**config.mk**
```make
export PLATFORM = sky130hd
export DESIGN_NAME = mcsr_exec
export DESIGN_NICKNAME = d
export VERILOG_FILES = /design/src/rtl/mcsr_pkg.sv /design/src/rtl/mcsr_alu.sv /design/src/rtl/mcsr_file.sv /design/src/rtl/mcsr_exec.sv
export SDC_FILE = /design/constraint.sdc
export NUM_CORES = 1
export LEC_CHECK = 0
export ABC_AREA = 1
export BUFFER_PORTS_ARGS = -buffer_cell sky130_fd_sc_hd__buf_2
export CORE_ASPECT_RATIO = 1.25
export CORE_MARGIN = 4
export CORE_UTILIZATION = 40
export DETAILED_ROUTE_END_ITERATION = 16
export RECOVER_POWER = 25
export SYNTH_ARGS = -nofsm -noshare
export SYNTH_HDL_FRONTEND = slang
export SYNTH_HIERARCHICAL = 1
export SYNTH_SLANG_ARGS = --single-unit
```
**constraint.sdc**
```tcl
create_clock -name clk -period 2.69 [get_ports clk]
set_input_delay 0.6725 -clock clk [delete_from_list [all_inputs] [get_ports clk]]
set_output_delay 0.6725 -clock clk [all_outputs]
set_load 0.02 [all_outputs]
```
**src/rtl/mcsr_pkg.sv**
```systemverilog
package mcsr_pkg;
   localparam logic [11:0] ADDR_STATUS  = 12'h300;
   localparam logic [11:0] ADDR_ISA     = 12'h301;
   localparam logic [11:0] ADDR_SCRATCH = 12'h340;
   localparam logic [11:0] ADDR_EPC     = 12'h341;

   localparam int ST_IE      = 3;
   localparam int ST_PIE     = 7;
   localparam int ST_PPRV_LO = 11;

   localparam logic [6:0] RET_FUNCT7 = 7'b0011000;
   localparam logic [4:0] RET_RS2    = 5'b00010;
   localparam logic [1:0] PRIV_MACH  = 2'b11;
   localparam int         CAUSE_ILL  = 2;

   typedef enum logic [1:0] {
      OP_NONE  = 2'b00,
      OP_WRITE = 2'b01,
      OP_SET   = 2'b10,
      OP_CLEAR = 2'b11
   } csr_op_e;
endpackage

```
**src/rtl/mcsr_alu.sv**
```systemverilog
module mcsr_alu
   import mcsr_pkg::*;
#(
   parameter int XLEN  = 32,
   parameter int IMM_W = 5
) (
   input  logic [2:0]      funct3,
   input  logic [IMM_W-1:0] rs1_field,
   input  logic [XLEN-1:0] rs1_value,
   input  logic [XLEN-1:0] old_val,
   output logic [XLEN-1:0] new_val,
   output logic            wr_req,
   output logic            op_known
);
   logic [XLEN-1:0] operand;
   csr_op_e         op;

   always_comb begin
      operand = funct3[2] ? {{(XLEN-IMM_W){1'b0}}, rs1_field} : rs1_value;
      op      = csr_op_e'(funct3[1:0]);
      op_known = (op != OP_NONE);
      unique case (op)
         OP_WRITE: new_val = operand;
         OP_SET:   new_val = old_val | operand;
         OP_CLEAR: new_val = old_val & ~operand;
         default:  new_val = old_val;
      endcase
      wr_req = (op == OP_WRITE) ||
               (((op == OP_SET) || (op == OP_CLEAR)) && (rs1_field != '0));
   end
endmodule

```
**src/rtl/mcsr_file.sv**
```systemverilog
module mcsr_file
   import mcsr_pkg::*;
#(
   parameter int          XLEN          = 32,
   parameter logic [31:0] ISA_RESET     = 32'h4000_2000,
   parameter logic [31:0] STATUS_WMASK  = 32'h0000_1888,
   parameter int          EPC_ZERO_LSBS = 1,
   parameter bit          SCRATCH_EN    = 1'b1
) (
   input  logic            clk,
   input  logic            rst_n,
   input  logic [11:0]     addr,
   input  logic            we,
   input  logic [XLEN-1:0] wdata,
   input  logic            ret_en,
   output logic [XLEN-1:0] rdata,
   output logic            hit,
   output logic            read_only,
   output logic [XLEN-1:0] epc_out
);
   localparam logic [XLEN-1:0] ST_MASK  = XLEN'(STATUS_WMASK);
   localparam logic [XLEN-1:0] EPC_MASK = ~((XLEN'(1) << EPC_ZERO_LSBS) - XLEN'(1));

   if (XLEN != 32) begin : g_chk_xlen
      $error("mcsr_file: XLEN must be 32");
   end
   if (EPC_ZERO_LSBS < 0 || EPC_ZERO_LSBS > 2) begin : g_chk_epc
      $error("mcsr_file: EPC_ZERO_LSBS out of range");
   end

   logic [XLEN-1:0] status_q, epc_q, scratch_val;

   always_ff @(posedge clk or negedge rst_n) begin
      if (!rst_n) begin
         status_q <= '0;
      end else if (ret_en) begin
         status_q[ST_IE]                  <= status_q[ST_PIE];
         status_q[ST_PIE]                 <= 1'b1;
         status_q[ST_PPRV_LO+1:ST_PPRV_LO] <= 2'b00;
      end else if (we && addr == ADDR_STATUS) begin
         status_q <= wdata & ST_MASK;
      end
   end

   always_ff @(posedge clk or negedge rst_n) begin
      if (!rst_n) epc_q <= '0;
      else if (we && addr == ADDR_EPC) epc_q <= wdata & EPC_MASK;
   end

   if (SCRATCH_EN) begin : g_scratch
      logic [XLEN-1:0] scratch_q;
      always_ff @(posedge clk or negedge rst_n) begin
         if (!rst_n) scratch_q <= '0;
         else if (we && addr == ADDR_SCRATCH) scratch_q <= wdata;
      end
      assign scratch_val = scratch_q;
   end else begin : g_no_scratch
      assign scratch_val = '0;
   end

   always_comb begin
      rdata     = '0;
      hit       = 1'b1;
      read_only = 1'b0;
      unique case (addr)
         ADDR_STATUS:  rdata = status_q;
         ADDR_ISA:     begin rdata = XLEN'(ISA_RESET); read_only = 1'b1; end
         ADDR_EPC:     rdata = epc_q;
         ADDR_SCRATCH: begin rdata = scratch_val; hit = SCRATCH_EN; end
         default:      hit = 1'b0;
      endcase
   end

   assign epc_out = epc_q;

   assert_status_mask_R9: assert property (@(posedge clk) disable iff (!rst_n)
      (status_q & ~ST_MASK) == '0);
   assert_ret_effect_R10: assert property (@(posedge clk) disable iff (!rst_n)
      ret_en |=> (status_q[ST_PIE] && status_q[ST_PPRV_LO+1:ST_PPRV_LO] == 2'b00));
   assert_epc_align_R12: assert property (@(posedge clk) disable iff (!rst_n)
      (epc_q & ~EPC_MASK) == '0);
endmodule

```
**src/rtl/mcsr_exec.sv**
```systemverilog
module mcsr_exec
   import mcsr_pkg::*;
#(
   parameter int          XLEN          = 32,
   parameter int          CAUSE_W       = 4,
   parameter logic [31:0] ISA_RESET     = 32'h4000_2000,
   parameter logic [31:0] STATUS_WMASK  = 32'h0000_1888,
   parameter int          EPC_ZERO_LSBS = 1,
   parameter bit          SCRATCH_EN    = 1'b1
) (
   input  logic               clk,
   input  logic               rst_n,
   input  logic               instr_valid,
   input  logic [2:0]         funct3,
   input  logic [6:0]         funct7,
   input  logic [4:0]         rs2_field,
   input  logic [4:0]         rs1_field,
   input  logic [XLEN-1:0]    rs1_value,
   input  logic [11:0]        csr_addr,
   input  logic [4:0]         rd_idx,
   input  logic [1:0]         cur_priv,
   output logic               wb_en,
   output logic [4:0]         wb_rd,
   output logic [XLEN-1:0]    wb_data,
   output logic               redirect_valid,
   output logic [XLEN-1:0]    redirect_pc,
   output logic               illegal_instr,
   output logic [CAUSE_W-1:0] exc_cause
);
   if (CAUSE_W < 2) begin : g_chk_cause
      $error("mcsr_exec: CAUSE_W too small for the illegal cause code");
   end

   logic [XLEN-1:0] rdata, new_val, epc_val;
   logic hit, read_only, wr_req, op_known;
   logic is_csr, is_ret, csr_ill, ret_ill, csr_we, ret_en, csr_ok;

   mcsr_alu #(.XLEN(XLEN), .IMM_W(5)) alu_i (
      .funct3(funct3), .rs1_field(rs1_field), .rs1_value(rs1_value),
      .old_val(rdata), .new_val(new_val), .wr_req(wr_req), .op_known(op_known));

   mcsr_file #(.XLEN(XLEN), .ISA_RESET(ISA_RESET), .STATUS_WMASK(STATUS_WMASK),
               .EPC_ZERO_LSBS(EPC_ZERO_LSBS), .SCRATCH_EN(SCRATCH_EN)) file_i (
      .clk(clk), .rst_n(rst_n), .addr(csr_addr), .we(csr_we), .wdata(new_val),
      .ret_en(ret_en), .rdata(rdata), .hit(hit), .read_only(read_only),
      .epc_out(epc_val));

   always_comb begin
      is_csr  = instr_valid && op_known;
      is_ret  = instr_valid && funct3 == 3'b000 && funct7 == RET_FUNCT7 &&
                rs2_field == RET_RS2;
      csr_ill = is_csr && (!hit || (wr_req && read_only));
      ret_ill = is_ret && (cur_priv != PRIV_MACH);
      csr_ok  = is_csr && !csr_ill;
      csr_we  = csr_ok && wr_req;
      ret_en  = is_ret && !ret_ill;

      wb_en          = csr_ok && (rd_idx != '0);
      wb_rd          = wb_en ? rd_idx : '0;
      wb_data        = wb_en ? rdata : '0;
      redirect_valid = ret_en;
      redirect_pc    = ret_en ? epc_val : '0;
      illegal_instr  = csr_ill || ret_ill;
      exc_cause      = illegal_instr ? CAUSE_W'(CAUSE_ILL) : '0;
   end

   assert_illegal_quiet_R6: assert property (@(posedge clk) disable iff (!rst_n)
      illegal_instr |-> (!wb_en && !redirect_valid && !csr_we && !ret_en));
   assert_idle_quiet_R13: assert property (@(posedge clk) disable iff (!rst_n)
      !instr_valid |-> (!wb_en && !illegal_instr && !redirect_valid));
   assert_zero_src_nowrite_R8: assert property (@(posedge clk) disable iff (!rst_n)
      (instr_valid && funct3[1] && rs1_field == '0) |-> !csr_we);
   assert_ret_lowpriv_R11: assert property (@(posedge clk) disable iff (!rst_n)
      (is_ret && cur_priv != PRIV_MACH) |-> (illegal_instr && !redirect_valid));
endmodule

```
==> flow_metrics.py, run 1 <==
metrics = {
    "setup_path": {
        "rr_worst_depth": 12,
        "arrival_ps": 2040,
        "endpoint_kind": "output port",
        "crit_start": "csr_addr[10]",
        "endpoint": "wb_data[6]",
        "path_cells": "buf_6 > nor2_4 > nand2_4 > nor2_4 > o21ai_2 > inv_2 > nand4_4 > buf_12 > clkbuf_16 > nor2_1 > buf_4",
        "crit_path_max_incr_delay_ps": 210,
        "worstSetupPathType": "in -> out",
        "cp.required_ps": 2020,
        "cp_common_cell": "nor2_4",
        "r2r_slack_ps": 1360,
        "crit_fanout": 8,
        "cp-start-kind": "input pin",
        "r2r_end": "file_i/status_q[3]",
        "crit_slowest_cell": "nor2_4",
        "r2r-start": "file_i/epc_out[3]",
    },
    "synthesis": {
        "syn_avg_cell_area_um2": 6.492,
        "synth-seq-cells": 67,
        "synth_cell_type_count": 26,
        "syn_inst": 774,
        "yosys_warnings": 6,
        "syn_area_um2": 5025,
        "synth_seq_area_share_pct": 33.37,
    },
    "place": {
        "numPortBuffers": 145,
        "place_congestion": 0.8455,
        "dpl.hpwl_um": 10830,
        "place_area_um2": 6088,
        "pre_cts_ws_ps": -106.1,
    },
    "run_status": {
        "status": "complete, but fails checks",
        "violations": "capacitance limit, slew limit, setup timing",
    },
    "clock_network": {
        "cts_hold_buf": 0,
        "clockBufferDepth": 2,
        "cts_tree": "done",
        "htreeDepth": 3,
        "clk_pin_slew_ps": 50,
        "cts_buffers": 9,
        "cts_sinks": 67,
        "cts-root-buf": "clkbuf_16",
        "clk-insertion-delay-late_ps": 320,
    },
    "floorplan": {
        "fp.dieW_um": 108.2,
        "core_um2": 12220,
        "row_count": 45,
        "start_util_pct": 41.13,
        "die_h_um": 133.3,
        "num_io_pins": 150,
        "die_area_um2": 14430,
    },
    "timing": {
        "slew_headroom_pct": -12.74,
        "rsz0062_at_grt": "true",
        "finClkSkew_ps": 4.951,
        "final_max_slew_viol_count": 68,
        "post-route-period-util_pct": 100.8,
        "postLayoutSetupSlackWorst_ps": -21.56,
        "worst_pin_slew_ps": 1691,
        "whs_ps": 477.5,
        "fmax_mhz": 368.8,
        "finalSetupViolCount": 7,
        "period_minus_slack_ps": 2712,
        "final_hold_viol_count": 0,
    },
    "power_and_ir_drop": {
        "ir_drop_v": 0.0002900,
        "leakagePower_uw": 0.003763,
        "p_per_area_nw_per_um2": 348.1,
    },
    "finish": {
        "synthToLayoutAreaGrowth_pct": 38.94,
        "nets": 1009,
        "postLayoutCoreUtil_pct": 57.14,
        "fillers": 1235,
        "fin_area_um2": 6982,
        "mostFrequentLayoutCells": "176 x nand2_1, 135 x inv_1, 115 x nand3_1",
        "final_common_cell": "nand2_1",
        "diodes": 0,
        "drive_gt1_share_pct": 34.89,
    },
    "global_route": {
        "grt_usage_pct": 21.06,
        "grt_start_max_net_pins": 68,
        "overflow": 0,
        "grt_pass1_vias": 5116,
        "grt_pass1_wl_um": 24760,
        "antenna_found_initial": 0,
    },
    "routing": {
        "dr_total_vias": 5351,
        "drt_pass1_iterations": 5,
        "drt-wirelength-per-cell_um": 14.52,
        "wl_met1_um": 6704,
        "maxUsedRoutingLayer": "met4",
        "postRouteAntennaNets": 0,
        "dr_wl_met2_um": 8352,
        "drt_drc_violations_left": 0,
        "first_iter_violations": 232,
        "met3_length_um": 787,
        "wirelength_um": 16030,
        "drt-vias-per-instance": 4.847,
    },
    "flow_run": {
        "cap_violations": 1,
    },
    "min_path": {
        "hp-class": "reg -> reg",
    },
}
stage by stage:
stage,std cells,setup TNS (ps),power (uW)
floorplan,776,0,1162
global placement,1081,-609.3,1267
detailed placement,1081,-1340,1269
CTS,1099,-15.57,2433
global route,1104,-2261,2528
finish,1104,-80.29,2430
critical path: cells and delay by family:
family	cells	cell delay, ps
buffers and inverters	5	690
AO/OA/AOI/OAI	1	90
AND/OR/NAND/NOR	5	590
worst min path at each step:
stage                                              start                        endpoint  slack (ps)  cells past startpoint
after floorplan                                    rst_n              file_i/epc_out[10]         380                      0
after global placement    file_i/g_scratch.scratch_q[15]  file_i/g_scratch.scratch_q[15]         470                      2
after detailed placement  file_i/g_scratch.scratch_q[18]  file_i/g_scratch.scratch_q[18]         470                      2
after CTS                                          rst_n              file_i/epc_out[11]         380                      2
after global routing      file_i/g_scratch.scratch_q[15]  file_i/g_scratch.scratch_q[15]         500                      2
final                     file_i/g_scratch.scratch_q[18]  file_i/g_scratch.scratch_q[18]         480                      2
registers in the layout, summed over array words and instances (netlist names):
name,flops
file_i/epc_out,31
file_i/g_scratch.scratch_q,32
file_i/status_q,4
layer usage:
| metal | vias up | GRT usage (%) |
|---|---|---|
| met4 | 0 | 5.333 |
| li1 | 2713 | - |
| met1 | 2483 | 27.95 |
| met2 | 143 | 36.00 |
| met3 | 12 | 2.860 |
| met5 | - | 0 |
what timing repair did:
| item | CTS | global route |
|---|---|---|
| endpoints found under the setup margin | 35 | 40 |
| setup buffers | 2 | 2 |
| gates cloned | 0 | 3 |
| gates resized for setup | 15 | 126 |
| pin swaps | 4 | 12 |
cells in the mapped netlist:
cell / instances / area (um2)
a21oi_1: 11 / 55.05
buf_1: 1 / 3.750
buf_2: 17 / 85.08
buf_4: 15 / 112.6
buf_6: 7 / 78.83
buf_8: 1 / 15.01
clkbuf_1: 8 / 30.03
conb_1: 2 / 7.510
dfrtp_1: 67 / 1677
inv_1: 140 / 525.5
inv_2: 4 / 15.01
nand2_1: 181 / 679.4
nand2_2: 2 / 12.51
nand2_4: 3 / 33.78
nand3_1: 115 / 575.6
nand3_2: 11 / 110.1
nand3_4: 1 / 17.52
nand4_4: 1 / 21.27
nor2_1: 68 / 255.2
nor2_2: 30 / 187.7
nor2_4: 4 / 45.04
nor2_8: 2 / 40.04
o211ai_1: 3 / 22.52
o21ai_0: 44 / 220.2
o21ai_1: 21 / 105.1
o22ai_1: 15 / 93.84
cell type report:
| cell class | instances | area [um2] | area share, % |
|---|---|---|---|
| Multi-Input combinational cell | 516 | 2780 | 39.82 |
| Sequential cell | 67 | 1677 | 24.01 |
| Timing Repair Buffer | 197 | 1476 | 21.15 |
| Inverter | 144 | 548.0 | 7.849 |
| Clock buffer | 11 | 242.7 | 3.477 |
| Tap cell | 164 | 205.2 | 2.939 |
| Clock inverter | 5 | 52.55 | 0.7527 |
cell families after synthesis:
family / count (synthesis) / synth area share [%]
simple gates: 418 / 39.37
flops: 67 / 33.37
compound gates: 94 / 9.885
other cells: 2 / 0.1495
buf+inv: 193 / 17.23
power by group:
part / internal [uW] / switching [uW] / leakage, uW
sequential: 1010 / 0.00353 / 0.000764
combinational: 88.9 / 164 / 0.00285
clock: 738 / 431 / 0.000145
Note: power is estimated with default switching activity, not from simulation.
==> inputs of run 2 (changes only) <==
TNS_END_PERCENT = 1   (was default)
==> run 2 against run 1 <==
The flow still finishes with violations (capacitance limit, slew limit, setup timing). First-iteration DRC count up 3.4%. Clock power about the same. Clock skew up 0.67 ps. Wire length down 2.5%. Combinational power down 5%. Count of clock-buffer cells in the layout unchanged. Worst setup slack worse by 12 ps. Global-route usage up 0.050 points. Sequential cell count unchanged. Fmax down 0.45%. Cell area down 1.7%. Non-clock buffer count down 1. Largest power group unchanged.
==> flow_metrics.py, run 2 (synthesized netlist as in run 1, its figures left out) <==
metrics = {
    "run_status": {
        "status": "complete, but fails checks",
        "violations": "capacitance limit, slew limit, setup timing",
    },
    "floorplan": {
        "die_h_um": 133.3,
        "die_area_um2": 14430,
        "core_um2": 12220,
        "start_util_pct": 41.13,
        "fp.dieW_um": 108.2,
        "row_count": 45,
        "num_io_pins": 150,
    },
    "timing": {
        "post-route-period-util_pct": 101.3,
        "postLayoutSetupSlackWorst_ps": -33.69,
        "final_max_slew_viol_count": 68,
        "final_hold_viol_count": 0,
        "slew_headroom_pct": -13.25,
        "period_minus_slack_ps": 2724,
        "finalSetupViolCount": 14,
        "fmax_mhz": 367.1,
        "rsz0062_at_grt": "true",
        "worst_pin_slew_ps": 1699,
        "finClkSkew_ps": 5.625,
    },
    "min_path": {
        "hp-class": "reg -> reg",
    },
    "clock_network": {
        "cts_tree": "done",
        "clk_pin_slew_ps": 50,
        "cts_hold_buf": 0,
        "clk-insertion-delay-late_ps": 320,
        "cts_sinks": 67,
        "htreeDepth": 3,
        "cts-root-buf": "clkbuf_16",
        "clockBufferDepth": 2,
        "cts_buffers": 9,
    },
    "setup_path": {
        "r2r_slack_ps": 1330,
        "crit_start": "csr_addr[10]",
        "r2r-start": "file_i/epc_out[3]",
        "endpoint_kind": "output port",
        "crit_fanout": 8,
        "endpoint": "wb_data[8]",
        "cpLargestDelayFamily": "buffers and inverters",
        "cp.required_ps": 2020,
        "rr_worst_depth": 12,
        "worstSetupPathType": "in -> out",
        "worst-path-buf-inv": 5,
        "path_cells": "buf_2 > nor2_2 > nand2_2 > nor2_4 > o21ai_2 > inv_2 > nand4_4 > buf_12 > clkbuf_16 > nor2_1 > buf_4",
        "path_depth": 11,
        "arrival_ps": 2050,
        "r2r_end": "file_i/status_q[3]",
        "crit_slowest_cell": "nor2_4",
        "crit_path_max_incr_delay_ps": 210,
        "cp-start-kind": "input pin",
    },
    "routing": {
        "drt_pass1_iterations": 4,
        "drt-wirelength-per-cell_um": 14.16,
        "met3_length_um": 642,
        "wl_met1_um": 6763,
        "wirelength_um": 15620,
        "first_iter_violations": 240,
        "maxUsedRoutingLayer": "met4",
        "dr_wl_met2_um": 7985,
        "dr_total_vias": 5322,
        "postRouteAntennaNets": 0,
        "drt_drc_violations_left": 0,
        "drt-vias-per-instance": 4.825,
    },
    "power_and_ir_drop": {
        "sw_frac_of_total_pct": 24.36,
        "leakagePower_uw": 0.003753,
        "sequentialPowerShare_pct": 41.7,
        "netSwitchingPower_uw": 588.8,
        "p_int_uw": 1828,
        "ir_drop_v": 0.0002849,
        "pwr-share-clk_pct": 48.3,
        "combPwrFrac_pct": 10.0,
        "p_per_area_nw_per_um2": 352.3,
    },
    "global_route": {
        "grt_pass1_vias": 5116,
        "overflow": 0,
        "antenna_found_initial": 0,
        "grt_usage_pct": 21.11,
        "grt_start_max_net_pins": 68,
        "grt_pass1_wl_um": 24800,
    },
    "place": {
        "numPortBuffers": 145,
        "dpl.hpwl_um": 10830,
        "place_congestion": 0.8455,
        "dp_cells": 1081,
    },
    "flow_run": {
        "cap_violations": 1,
    },
    "finish": {
        "fin_cells": 1103,
        "mostFrequentLayoutCells": "178 x nand2_1, 137 x inv_1, 115 x nand3_1",
        "nets": 1008,
        "drive_gt1_share_pct": 34.29,
        "synthToLayoutAreaGrowth_pct": 36.53,
        "largest-register": "file_i/g_scratch.scratch_q",
        "postLayoutCoreUtil_pct": 56.15,
        "diodes": 0,
        "largest_reg_flops": 32,
        "final_common_cell": "nand2_1",
    },
}
run 2: cell count changes in the layout (fill, tap and decap cells not counted), moves of 3 or more:
cell	change
buf_4	+7
nor2_1	+5
o22ai_1	-3
buf_2	+3
nor2_2	+6
nor2_4	-11
buf_6	-11
o22ai_2	+5
run 2: area by class of cell:
type	count	area, um2
sequential	67	1677
tap	164	205.2
timing repair buffer	196	1420
fill	1255	5358
inverter	144	548.0
multi-input combinational	516	2715
clock buffer	11	242.7
clock inverter	5	52.55
run 2: per-stage QoR:
stage | area, um2 | TNS (ps) | setup WS (ps) | total power, uW | hold WS [ps]
floorplan | 5032 | 0 | 57.88 | 1162 | 376.9
global placement | 6088 | -609.3 | -88.36 | 1267 | 465.8
detailed placement | 6088 | -1340 | -106.1 | 1269 | 471.4
CTS | 6427 | -34.74 | -14.12 | 2433 | 376.1
global route | 6860 | -2828 | -113.6 | 2518 | 500.7
finish | 6860 | -176.3 | -33.69 | 2417 | 480.5
run 2: how the worst min path moves through the flow:
stage | from | end | slack, ps | cells past startpoint
after floorplan | rst_n | file_i/epc_out[10] | 380 | 0
after global placement | file_i/g_scratch.scratch_q[15] | file_i/g_scratch.scratch_q[15] | 470 | 2
after detailed placement | file_i/g_scratch.scratch_q[18] | file_i/g_scratch.scratch_q[18] | 470 | 2
after CTS | rst_n | file_i/epc_out[11] | 380 | 2
after global routing | file_i/g_scratch.scratch_q[15] | file_i/g_scratch.scratch_q[15] | 500 | 2
final | file_i/g_scratch.scratch_q[18] | file_i/g_scratch.scratch_q[18] | 480 | 2
run 2: power by group through the flow:
stage / sequential, uW / combinational, uW / clock, uW
after global routing: 1010 / 272 / 1240
after floorplan: 1030 / 136 / 0
after CTS: 1010 / 244 / 1180
after detailed placement: 1030 / 242 / 0
after global placement: 1030 / 241 / 0
final: 1010 / 241 / 1170
run 2: per-layer routing:
| layer | vias to the layer above | track usage [%] |
|---|---|---|
| li1 | 2712 | - |
| met1 | 2475 | 27.83 |
| met2 | 118 | 36.17 |
| met3 | 17 | 2.860 |
| met4 | 0 | 5.614 |
| met5 | - | 0 |
run 2: repair_timing:
| item | 4_1_cts | 5_1_grt |
|---|---|---|
| setup endpoints to repair | 35 | 40 |
| buffers inserted | 1 | 2 |
| cloned | 0 | 3 |
| resized for setup | 9 | 106 |
| pin swaps | 2 | 6 |
run 2: worst min-delay path, stage by stage, from the launching register on:
cell and delay (ps):
dfrtp_1 340, o21ai_1 60, nand2_1 50
